--- config.mk ---
export PLATFORM = sky130hd
export DESIGN_NAME = adc_code_fmt
export DESIGN_NICKNAME = d
export VERILOG_FILES = /design/src/rtl/adc_code_fmt.sv
export SDC_FILE = /design/constraint.sdc
export NUM_CORES = 1
export LEC_CHECK = 0
export BUFFER_PORTS_ARGS = -buffer_cell sky130_fd_sc_hd__clkbuf_2
export CORE_AREA = 2 2 52 54
export CTS_BUF_LIST = sky130_fd_sc_hd__clkbuf_4
export DETAILED_ROUTE_END_ITERATION = 7
export DIE_AREA = 0 0 54 56
export GPL_TIMING_DRIVEN = 0
export PLACE_DENSITY = 0.76
export SYNTH_ARGS = -nofsm -noshare
export SYNTH_HDL_FRONTEND = slang
export SYNTH_SLANG_ARGS = --single-unit
--- constraint.sdc ---
create_clock -name clk -period 0.9 [get_ports clk]
set_input_delay 0.045 -clock clk [delete_from_list [all_inputs] [get_ports clk]]
set_output_delay 0.045 -clock clk [all_outputs]
set_load 0.1 [all_outputs]
--- src/rtl/adc_code_fmt.sv ---
module adc_code_fmt #(
  parameter int CODE_W = 10,
  parameter int LVL_W  = 12,
  parameter int LAT    = 2
) (
  input  logic                     clk,
  input  logic                     rst,
  input  logic                     smp_valid,
  input  logic [CODE_W-1:0]        raw_code,
  input  logic signed [LVL_W-1:0]  smp_level,
  input  logic                     msb_flip,
  input  logic                     lsb_flip,
  output logic [CODE_W-1:0]        out_word,
  output logic                     out_ovr,
  output logic                     out_valid
);
  localparam int STG = LAT + 1;
  localparam int TOP = (1 << CODE_W) - 1;

  logic              over, under;
  logic [CODE_W-1:0] clamped, fmt;
  logic [CODE_W-1:0] pw [STG];
  logic              po [STG];
  logic              pv [STG];

  assign over    = smp_level > TOP;
  assign under   = smp_level < 0;
  assign clamped = over ? '1 : (under ? '0 : raw_code);
  assign fmt     = {clamped[CODE_W-1] ^ msb_flip,
                    clamped[CODE_W-2:0] ^ {(CODE_W-1){lsb_flip}}};

  always_ff @(posedge clk) begin
    if (rst) begin
      for (int i = 0; i < STG; i++) begin
        pw[i] <= '0;
        po[i] <= 1'b0;
        pv[i] <= 1'b0;
      end
    end else begin
      pw[0] <= smp_valid ? fmt : '0;
      po[0] <= smp_valid & over;
      pv[0] <= smp_valid;
      for (int i = 1; i < STG; i++) begin
        pw[i] <= pw[i-1];
        po[i] <= po[i-1];
        pv[i] <= pv[i-1];
      end
    end
  end

  assign out_word  = pw[STG-1];
  assign out_ovr   = po[STG-1];
  assign out_valid = pv[STG-1];

  assert_rst_clear_R1: assert property (@(posedge clk)
    rst |=> (!out_valid && !out_ovr && out_word == '0));

  assert_ovr_has_valid_R2: assert property (@(posedge clk) disable iff (rst)
    out_ovr |-> out_valid);

  assert_ovr_saturated_R7: assert property (@(posedge clk) disable iff (rst)
    out_ovr |-> ($countones(out_word[CODE_W-2:0]) == 0 ||
                 $countones(out_word[CODE_W-2:0]) == CODE_W-1));

  assert_no_flag_below_R8: assert property (@(posedge clk) disable iff (rst)
    po[0] |-> ($past(smp_level) > TOP));
endmodule

==> Yosys cells after proc, flatten, opt, wreduce, memory -nomap -nowiden <==
Memories as Yosys holds them, arrays and structs flattened.
Cells that the tools add are included.
{ "totals": {"input_bits": 27, "wordCells": 32, "n_memories": 3, "register_bits": 0, "ram_bits": 36} }
{ "mem_list": {"columns": ["name", "words", "width", "rd", "rd_clocked_by_memory_dff", "wr", "line_no", "rtl"], "rows": [
  ["pw", 3, 10, 3, 0, 3, "22", "logic [CODE_W-1:0] pw [STG];"],
  ["po", 3, 1, 3, 0, 3, "23", "logic po [STG];"],
  ["pv", 3, 1, 3, 0, 3, "24", "logic pv [STG];"]
]} }
{ "classes": {"n_lt_le_gt_ge": 2, "bitwise": 12, "mux": 15} }
{ "ops": {"columns": ["operator", "n"], "rows": [
  ["$mux 10", 6],
  ["$gt 12x11->1 const B", 1],
  ["$lt 12x1->1 const B", 1],
  ["$mux 1", 9],
  ["$or 1x1->1", 9],
  ["$xor 9x9->9", 1],
  ["$and 1x1->1", 1],
  ["$xor 1x1->1", 1]
]} }

==> Logic depth before layout (Yosys ltp) <==
Gate-level depths: netlist of run 1.
{ "depth": {"ltp_word": 6, "ltp_mapped": 3} }

==> Worst setup path after synthesis of run 1 <==
No wires, ideal clock.
{ "synth_path": {"path_kind": "reg2out", "from": "memory po[2][0] (netlist: po[0][2])", "to": "output out_ovr", "slack_ps": -54, "stages_incl_launch_ff": 1, "arrival_ps": 909, "path_buffers": 0, "path_cell_list": "dfxtp_1"} }
{ "synth_lines": {"columns": ["item", "line_no", "rtl"], "rows": [
  ["start, declared", "23", null],
  ["end, declared", "14", "output logic out_ovr,"]
]} }

==> results.py, run 1 <==
metrics = {
    "timing": {
        "fin_crit_ps": 922.0,
        "fin_worst_skew_ps": 7.810,
        "relative_slew_slack_pct": 75.18,
        "timing.fmax_mhz": 1085,
        "layout_setup_ws_ps": -22.02,
        "setup_repair_after_global_routing_missed_its_margin": "true",
        "period_share_pct": 102.4,
        "number_of_max_slew_violations_in_the_final_report": 0,
        "setup_viol": 8,
        "worstMarginPinSlew_ps": 372.3,
        "finalHoldViolCount": 0,
    },
    "power": {
        "post-layout-total-power_mw": 2.776,
        "p_leak_nw": 0.7190,
        "power.ir.vdd_worst_mv": 1.162,
        "power_density_nw_per_um2": 1707,
    },
    "worst_setup_path": {
        "cp_max_fo": 1,
        "cp_num_buf_inv": 1,
        "timing.setup.critical_path_class": "reg2out",
        "critical_path.reg2reg.startpoint": "pw[0][15]",
        "critical_path.top_delay_family": "flip-flops",
        "max_incr_delay_on_cp_ps": 360,
        "setup.worst_path.start_class": "flip-flop",
        "r2r_slack_ps": 370,
        "reg2reg_to": "pw[0][25]",
        "critPathSlowestCell": "dfxtp_2",
        "rr_worst_depth": 1,
        "end_kind": "output port",
        "worstPathCellList": "clkbuf_16",
        "worst_ep_arrival_time_ps": 880,
        "critPathRequiredTime_ps": 850,
    },
    "global_routing": {
        "vias_in_the_first_global_route": 660,
        "grt_most_used_layer": "met2",
        "grt.overflow.total": 0,
        "gr-usage-all-layers_pct": 12.66,
        "gr-usage-met3_pct": 4.839,
        "groute.layer.met2.usage_pct": 19.69,
        "wire_length_of_the_first_global_routing_pass_mm": 2.670,
        "gr-usage-met1_pct": 12.71,
        "largest_net_degree_at_the_start_of_global_routing": 11,
        "antenna_found_initial": 0,
    },
    "placement": {
        "post-place-ws_ps": -28.38,
        "gp_congestion": 0.6746,
        "buffer_ports.inserted": 28,
        "dpl.cell_count": 160,
        "hpwl_mm": 1.101,
        "cell_area_after_placement_um2": 1383,
    },
    "detailed_routing": {
        "post_drt_via_cell_ratio": 4.421,
        "postRouteWirelength_mm": 1.580,
        "wl_per_cell_um": 9.937,
        "drt_antenna_net_count": 0,
        "routed-via-count": 703,
        "detailedRoute.firstIterationViolations": 1,
        "drt-pass1-iter-count": 2,
        "drc_errors_left": 0,
    },
    "min_path": {
        "min_from": "msb_flip",
        "timing.hold.worst_path_depth": 3,
        "min_delay_worst_endpoint": "pw[0][9]",
        "holdCritPathClass": "in2reg",
    },
    "yosys": {
        "synth_sequential_area_ratio_pct": 59.94,
        "synth.net_count": 129,
        "netlist_area_um2": 1202,
        "post_synth_num_cell_types": 13,
        "ys_ff_latch": 36,
        "post_synth.cell_area_avg_um2": 11.79,
        "ys_warn_count": 0,
        "syn-instance-count": 102,
    },
    "floorplan": {
        "rows": 18,
        "number_of_primary_i_o_pins": 39,
        "dieHeight_um": 56,
        "die_area_um2": 3024,
        "initial_standard_cell_utilization_of_the_core_pct": 49.43,
        "die_w_um": 54,
        "design.core.area_um2": 2432,
    },
    "status": {
        "outcome": "finished with violations",
        "violations": "negative setup slack",
    },
    "cells_and_area": {
        "syn_to_final_growth_pct": 35.28,
        "final_core_util_pct": 66.87,
        "fin_nets": 155,
        "diodes": 0,
        "drive_gt1_share_pct": 38.76,
        "finish.instance_area_um2": 1627,
        "mostFrequentLayoutCells": "nor2b_1, dfxtp_1, clkbuf_2, clkbuf_16, dfxtp_2",
        "final_cells": 159,
    },
    "clocking": {
        "tritoncts": "done",
        "numCtsBuffers": 5,
        "clk_transition_reported_paths_ps": 100,
        "number_of_sinks_driven_by_the_clock_tree": 36,
        "ctsRootBufferMaster": "clkbuf_4",
        "cts-htree-levels": 2,
        "worst_skew_pair.late_latency_ps": 320,
        "ctsLongestPathBuffers": 2,
        "post_cts_setup_repair_bufs": 0,
    },
    "job": {
        "cap_viol_max_count": 0,
    },
}
## timing repair
item	CTS	global route
resized for setup	46	0
endpoints found under the hold margin	1	1
hold buffers	1	1
gates cloned	0	0
endpoints found under the setup margin	12	13
## stage by stage
stage / hold slack [ps] / TNS [ps]
2_1_floorplan: 190.6 / 0
3_3_place_gp: 320.4 / -50.60
3_5_place_dp: 331.2 / -338.7
4_1_cts: 4.265 / -255.9
5_1_grt: 1.645 / -619.0
6_report: 18.20 / -106.7
## layout make-up
type                            instances  area (um2)
Buffer                                  6       31.28
Sequential cell                        36       735.7
Tap cell                               30       37.54
Timing Repair Buffer                   29       390.4
Clock buffer                            7       52.55
Multi-Input combinational cell         50       375.4
Clock inverter                          1       3.754
Fill cell                             194       805.8
## tightest hold or removal path: stages
cell and delay (ps):
clkbuf_2 90, or3b_1 100, mux2i_1 60
## sequential cells by signal, summed over array words and instances (netlist names)
name / cells
po: 3
pv: 3
pw: 30
## cell families (layout without fill, tap and decap cells)
kind of cell,Yosys count,in the layout,synth area share (%)
and+or+nand+nor,30,30,16.65
AOI/OAI and AO/OA,10,10,6.243
DFF,36,36,59.94
muxes,10,10,8.325
buffers and inverters,16,43,8.845
## cells in the mapped netlist (all sizes together)
cell type,number,area share (%)
nor2b,25,13
buf,14,8.2
and3b,1,0.73
o21bai,10,6.2
clkbuf,2,0.62
nand3b,2,1.2
or3b,2,1.5
mux2i,10,8.3
dfxtp,36,60
## worst max path at each step
stage | startpoint | to | slack (ps) | cells after the start
after global routing | pw[0][23] | out_word[3] | -70 | 1
after detailed placement | rst | pw[0][2] | -30 | 4
after global placement | rst | pw[0][0] | -8 | 4
final | pw[0][23] | out_word[3] | -20 | 1
after floorplan | rst | pw[0][0] | 170 | 3
after CTS | pw[0][29] | out_word[9] | -30 | 1
## report_power, final
group	switching [mW]	internal [mW]
registers	0.0146	1.65
clock network	0.455	0.360
logic	0.157	0.140
## metal layers
| metal | vias up | wire length, um |
|---|---|---|
| met4 | 0 | 48 |
| li1 | 371 | - |
| met5 | - | 0 |
| met1 | 299 | 646 |
| met3 | 5 | 111 |
| met2 | 28 | 773 |
Power figures use the tool's default switching activity.
==> run 2, diff against run 1 <==
Settings changed: REMOVE_ABC_BUFFERS set to 1.
==> run 2 against run 1 <==
Compared with the run above: the flow still finishes with violations (negative setup slack); sequential share of layout area up 0.78 points; combinational power about the same; global-route usage up 2.2 points; register-to-register slack worse by 40 ps; first-iteration DRC count rose to 11 times the previous value; die area unchanged; power down 0.11%; largest cell class unchanged; highest routed layer unchanged.
==> results.py, run 2 (synthesis gave the netlist of run 1 again) <==
metrics = {
    "worst_setup_path": {
        "max_incr_delay_on_cp_ps": 360,
        "worstPathCellList": "clkbuf_16",
        "cp_num_buf_inv": 1,
        "critical_path.top_delay_family": "flip-flops",
        "setup.worst_path.start_class": "flip-flop",
        "cp_max_fo": 1,
        "crit_path_start": "pw[0][21]",
        "end_kind": "output port",
        "timing.setup.critical_path_class": "reg2out",
        "worstSetupPathDepth": 1,
        "critPathSlowestCell": "dfxtp_2",
        "rr_worst_depth": 1,
        "worst_ep_arrival_time_ps": 880,
        "critical_path.reg2reg.startpoint": "pw[0][19]",
        "critPathRequiredTime_ps": 850,
    },
    "timing": {
        "fin_crit_ps": 929.9,
        "worstMarginPinSlew_ps": 477.6,
        "fin_worst_skew_ps": 10.57,
        "relative_slew_slack_pct": 68.16,
        "setup_repair_after_global_routing_missed_its_margin": "true",
        "number_of_max_slew_violations_in_the_final_report": 0,
        "setup_viol": 12,
        "timing.fmax_mhz": 1075,
        "layout_setup_ws_ps": -29.88,
        "period_share_pct": 103.3,
        "tns_ps": -225.5,
        "finalHoldViolCount": 0,
    },
    "detailed_routing": {
        "drt_antenna_net_count": 0,
        "routed-via-count": 702,
        "detailedRoute.firstIterationViolations": 11,
        "postRouteWirelength_mm": 1.964,
        "drt-pass1-iter-count": 3,
        "post_drt_via_cell_ratio": 4.588,
        "drc_errors_left": 0,
        "wl_per_cell_um": 12.84,
    },
    "cells_and_area": {
        "diodes": 0,
        "final.fill_count": 163,
        "finish.instance_area_um2": 1599,
        "mostFrequentLayoutCells": "nor2b_1, dfxtp_1, clkbuf_2, clkbuf_16, dfxtp_2",
        "syn_to_final_growth_pct": 32.99,
        "fin_nets": 150,
        "reg_top3": "pw (30), po (3), pv (3)",
        "drive_gt1_share_pct": 39.84,
        "largest_register_ff_count": 30,
        "regMostFlops": "pw",
        "final_cells": 153,
    },
    "floorplan": {
        "number_of_primary_i_o_pins": 39,
        "die_area_um2": 3024,
        "rows": 18,
        "initial_standard_cell_utilization_of_the_core_pct": 49.43,
        "design.core.area_um2": 2432,
        "die_w_um": 54,
        "dieHeight_um": 56,
    },
    "placement": {
        "gp_congestion": 0.7282,
        "cell_area_after_placement_um2": 1274,
        "dpl.cell_count": 144,
        "buffer_ports.inserted": 28,
        "post-place-ws_ps": -343.4,
    },
    "clocking": {
        "cts_hold_repair.buffers": 1,
        "cts-htree-levels": 2,
        "clk_transition_reported_paths_ps": 110,
        "tritoncts": "done",
        "worst_skew_pair.late_latency_ps": 330,
        "ctsRootBufferMaster": "clkbuf_4",
        "post_cts_setup_repair_bufs": 0,
        "ctsLongestPathBuffers": 2,
        "numCtsBuffers": 5,
        "number_of_sinks_driven_by_the_clock_tree": 36,
    },
    "status": {
        "outcome": "finished with violations",
        "violations": "negative setup slack",
    },
    "power": {
        "p_leak_nw": 0.7040,
        "power_density_nw_per_um2": 1734,
        "post-layout-total-power_mw": 2.773,
        "power.ir.vdd_worst_mv": 1.087,
    },
    "global_routing": {
        "vias_in_the_first_global_route": 695,
        "grt.overflow.total": 0,
        "gr-usage-all-layers_pct": 14.89,
        "wire_length_of_the_first_global_routing_pass_mm": 3.146,
        "largest_net_degree_at_the_start_of_global_routing": 30,
        "antenna_found_initial": 0,
    },
    "min_path": {
        "min_from": "msb_flip",
        "timing.hold.worst_path_depth": 3,
        "holdCritPathClass": "in2reg",
    },
    "job": {
        "cap_viol_max_count": 0,
    },
}
==> run 2: cell types whose count changed in the layout (fill, tap and decap cells not counted), sizes merged <==
cell / before / now
buf: 4 / 1
clkbuf: 37 / 33
nand3b: 2 / 3
==> run 2: path summary, 6_finish.rpt <==
check                                   end  slack, ps
worst min-delay path               pw[0][9]          2
worst max register to register    pw[0][29]        330
worst min register to register     po[0][1]        440
worst max-delay path            out_word[1]        -30
==> run 2: power breakdown <==
group          internal, mW  leakage [nW]  switching [mW]
Sequential             1.65         0.299          0.0165
Clock                 0.318        0.0315           0.493
Combinational         0.134         0.373           0.161
==> run 2: final cells by class <==
cell class | count | area, um2 | share of cell area [%]
clock buffers | 6 | 45.04 | 2.817
clock inverters | 1 | 5.005 | 0.3130
multi-input cells | 51 | 385.4 | 24.10
flip-flops and latches | 36 | 735.7 | 46.01
well taps | 30 | 37.54 | 2.347
repair buffers | 29 | 390.4 | 24.41
==> run 2: routing by layer <==
metal	GRT usage (%)	part of all wire (%)
met1	15.01	43
met2	24.56	49
met3	4.839	4.8
met4	10.71	2.7
met5	0	0
==> run 2: repair_timing <==
action	4_1_cts	5_1_grt
endpoints found under the hold margin	1	1
endpoints found under the setup margin	15	15
cloned	0	1
gates resized for setup	49	1
==> run 2: stage by stage <==
step	utilization, %	hold slack, ps
after floorplan	-	115.3
after global placement	52.37	316.4
after detailed placement	52.37	340.6
after CTS	65.43	-1.002
after global routing	65.74	-5.154
final	65.74	1.985
==> run 3, diff against run 2 <==
Settings changed: CORE_AREA 2 2 52 54 to 2 2 55 57, DIE_AREA 0 0 54 56 to 0 0 57 59, PLACE_DENSITY 0.76 to 0.68.
==> run 3 against run 2 <==
Compared with the run above: the flow still finishes with violations (negative setup slack); sequential cell count unchanged; fmax up 2.0%; clock-buffer cell count is 1 higher; global-route usage fell by 4.5 points; critical endpoint is now out_word[7].
==> results.py, run 3 (synthesis gave the netlist of run 1 again) <==
metrics = {
    "worst_setup_path": {
        "cp_num_buf_inv": 1,
        "end_kind": "output port",
        "timing.setup.critical_path_class": "reg2out",
        "cp_max_fo": 1,
        "worst_ep_arrival_time_ps": 870,
        "worstPathCellList": "clkbuf_16",
        "max_incr_delay_on_cp_ps": 350,
        "critPathSlowestCell": "dfxtp_2",
        "critical_path.reg2reg.startpoint": "pw[0][16]",
        "rr_worst_depth": 1,
        "r2r_slack_ps": 350,
        "critPathRequiredTime_ps": 850,
        "setup.worst_path.start_class": "flip-flop",
        "reg2reg_to": "pw[0][26]",
        "critical_path.top_delay_family": "flip-flops",
        "worstSetupPathDepth": 1,
    },
    "floorplan": {
        "initial_standard_cell_utilization_of_the_core_pct": 44.37,
        "die_w_um": 57,
        "rows": 19,
        "die_area_um2": 3363,
        "number_of_primary_i_o_pins": 39,
        "dieHeight_um": 59,
        "design.core.area_um2": 2710,
    },
    "detailed_routing": {
        "drc_errors_left": 0,
        "drt_antenna_net_count": 0,
        "routed-via-count": 670,
        "drt-pass1-iter-count": 2,
        "postRouteWirelength_mm": 1.472,
        "post_drt_via_cell_ratio": 4.323,
        "wl_per_cell_um": 9.497,
        "detailedRoute.firstIterationViolations": 4,
    },
    "global_routing": {
        "wire_length_of_the_first_global_routing_pass_mm": 2.463,
        "gr-usage-all-layers_pct": 10.42,
        "largest_net_degree_at_the_start_of_global_routing": 30,
        "vias_in_the_first_global_route": 602,
        "antenna_found_initial": 0,
        "grt.overflow.total": 0,
    },
    "timing": {
        "timing.fmax_mhz": 1097,
        "finalHoldViolCount": 0,
        "period_share_pct": 101.3,
        "setup_repair_after_global_routing_missed_its_margin": "true",
        "worstMarginPinSlew_ps": 491.4,
        "setup_viol": 12,
        "fin_worst_skew_ps": 4.175,
        "relative_slew_slack_pct": 67.24,
        "number_of_max_slew_violations_in_the_final_report": 0,
        "fin_crit_ps": 911.9,
        "layout_setup_ws_ps": -11.89,
    },
    "clocking": {
        "tritoncts": "done",
        "numCtsBuffers": 5,
        "ctsRootBufferMaster": "clkbuf_4",
        "cts-htree-levels": 2,
        "clk_transition_reported_paths_ps": 100,
        "worst_skew_pair.late_latency_ps": 320,
        "number_of_sinks_driven_by_the_clock_tree": 36,
        "ctsLongestPathBuffers": 2,
    },
    "power": {
        "post-layout-total-power_mw": 2.779,
        "power.ir.vdd_worst_mv": 1.258,
        "power_density_nw_per_um2": 1730,
        "p_leak_nw": 0.7094,
    },
    "cells_and_area": {
        "reg_top3": "pw (30), po (3), pv (3)",
        "largest_register_ff_count": 30,
        "final_core_util_pct": 59.28,
        "diodes": 0,
        "fin_nets": 150,
        "drive_gt1_share_pct": 40.32,
        "syn_to_final_growth_pct": 33.61,
        "regMostFlops": "pw",
        "mostFrequentLayoutCells": "nor2b_1, dfxtp_1, clkbuf_2, clkbuf_16, dfxtp_2",
    },
    "placement": {
        "post-place-ws_ps": -328.9,
        "buffer_ports.inserted": 28,
        "hpwl_mm": 1.021,
        "gp_congestion": 0.7414,
    },
    "min_path": {
        "timing.hold.worst_path_depth": 3,
        "holdCritPathClass": "in2reg",
        "min_from": "msb_flip",
        "min_delay_worst_endpoint": "pw[0][9]",
    },
    "status": {
        "outcome": "finished with violations",
        "violations": "negative setup slack",
    },
    "job": {
        "cap_viol_max_count": 0,
    },
}
[run 3: metal layers]
metal	GRT usage (%)	vias up	wire [um]
met5	0	-	0
met4	8.638	0	51
met3	5.895	6	95
met2	17.24	21	743
met1	9.179	286	582
li1	-	357	-
[run 3: stage by stage]
step | area, um2 | setup TNS, ps | hold WS [ps] | cells
global route | 1607 | -519.3 | -2.385 | 155
floorplan | 1096 | -647.8 | 115.3 | 86
global placement | 1275 | -2642 | 314.9 | 145
detailed placement | 1275 | -2889 | 335.0 | 145
CTS | 1597 | -292.6 | 2.793 | 154
finish | 1607 | -66.22 | 2.209 | 155
[run 3: area by class of cell]
class | instances | area, um2
timing repair buffer | 30 | 397.9
fill | 221 | 1104
multi-input combinational | 50 | 377.9
clock buffer | 7 | 52.55
sequential | 36 | 735.7
tap | 31 | 38.79
clock inverter | 1 | 3.754
[run 3: worst min-delay path: stages]
cell,delay (ps)
clkbuf_2,80
or3b_1,90
mux2i_1,60
[run 3: worst max path at each step]
stage	startpoint	endpoint	slack (ps)
after floorplan	po[0][2]	out_ovr	-50
after global placement	rst	pw[0][1]	-290
after detailed placement	rst	pw[0][6]	-330
after CTS	pw[0][27]	out_word[7]	-30
after global routing	pw[0][27]	out_word[7]	-50
final	pw[0][27]	out_word[7]	-10
[run 3: repair_timing]
item                       4_1_cts  5_1_grt
buffers inserted                 0        1
hold buffers                     1        1
hold endpoints to repair         1        1
setup endpoints to repair       12       22
gates resized for setup         48        1
[run 3: where the power goes]
part	switching, mW	internal, mW	leakage, nW
sequential	0.0144	1.65	0.299
clock	0.467	0.360	0.0338
combinational	0.153	0.135	0.376
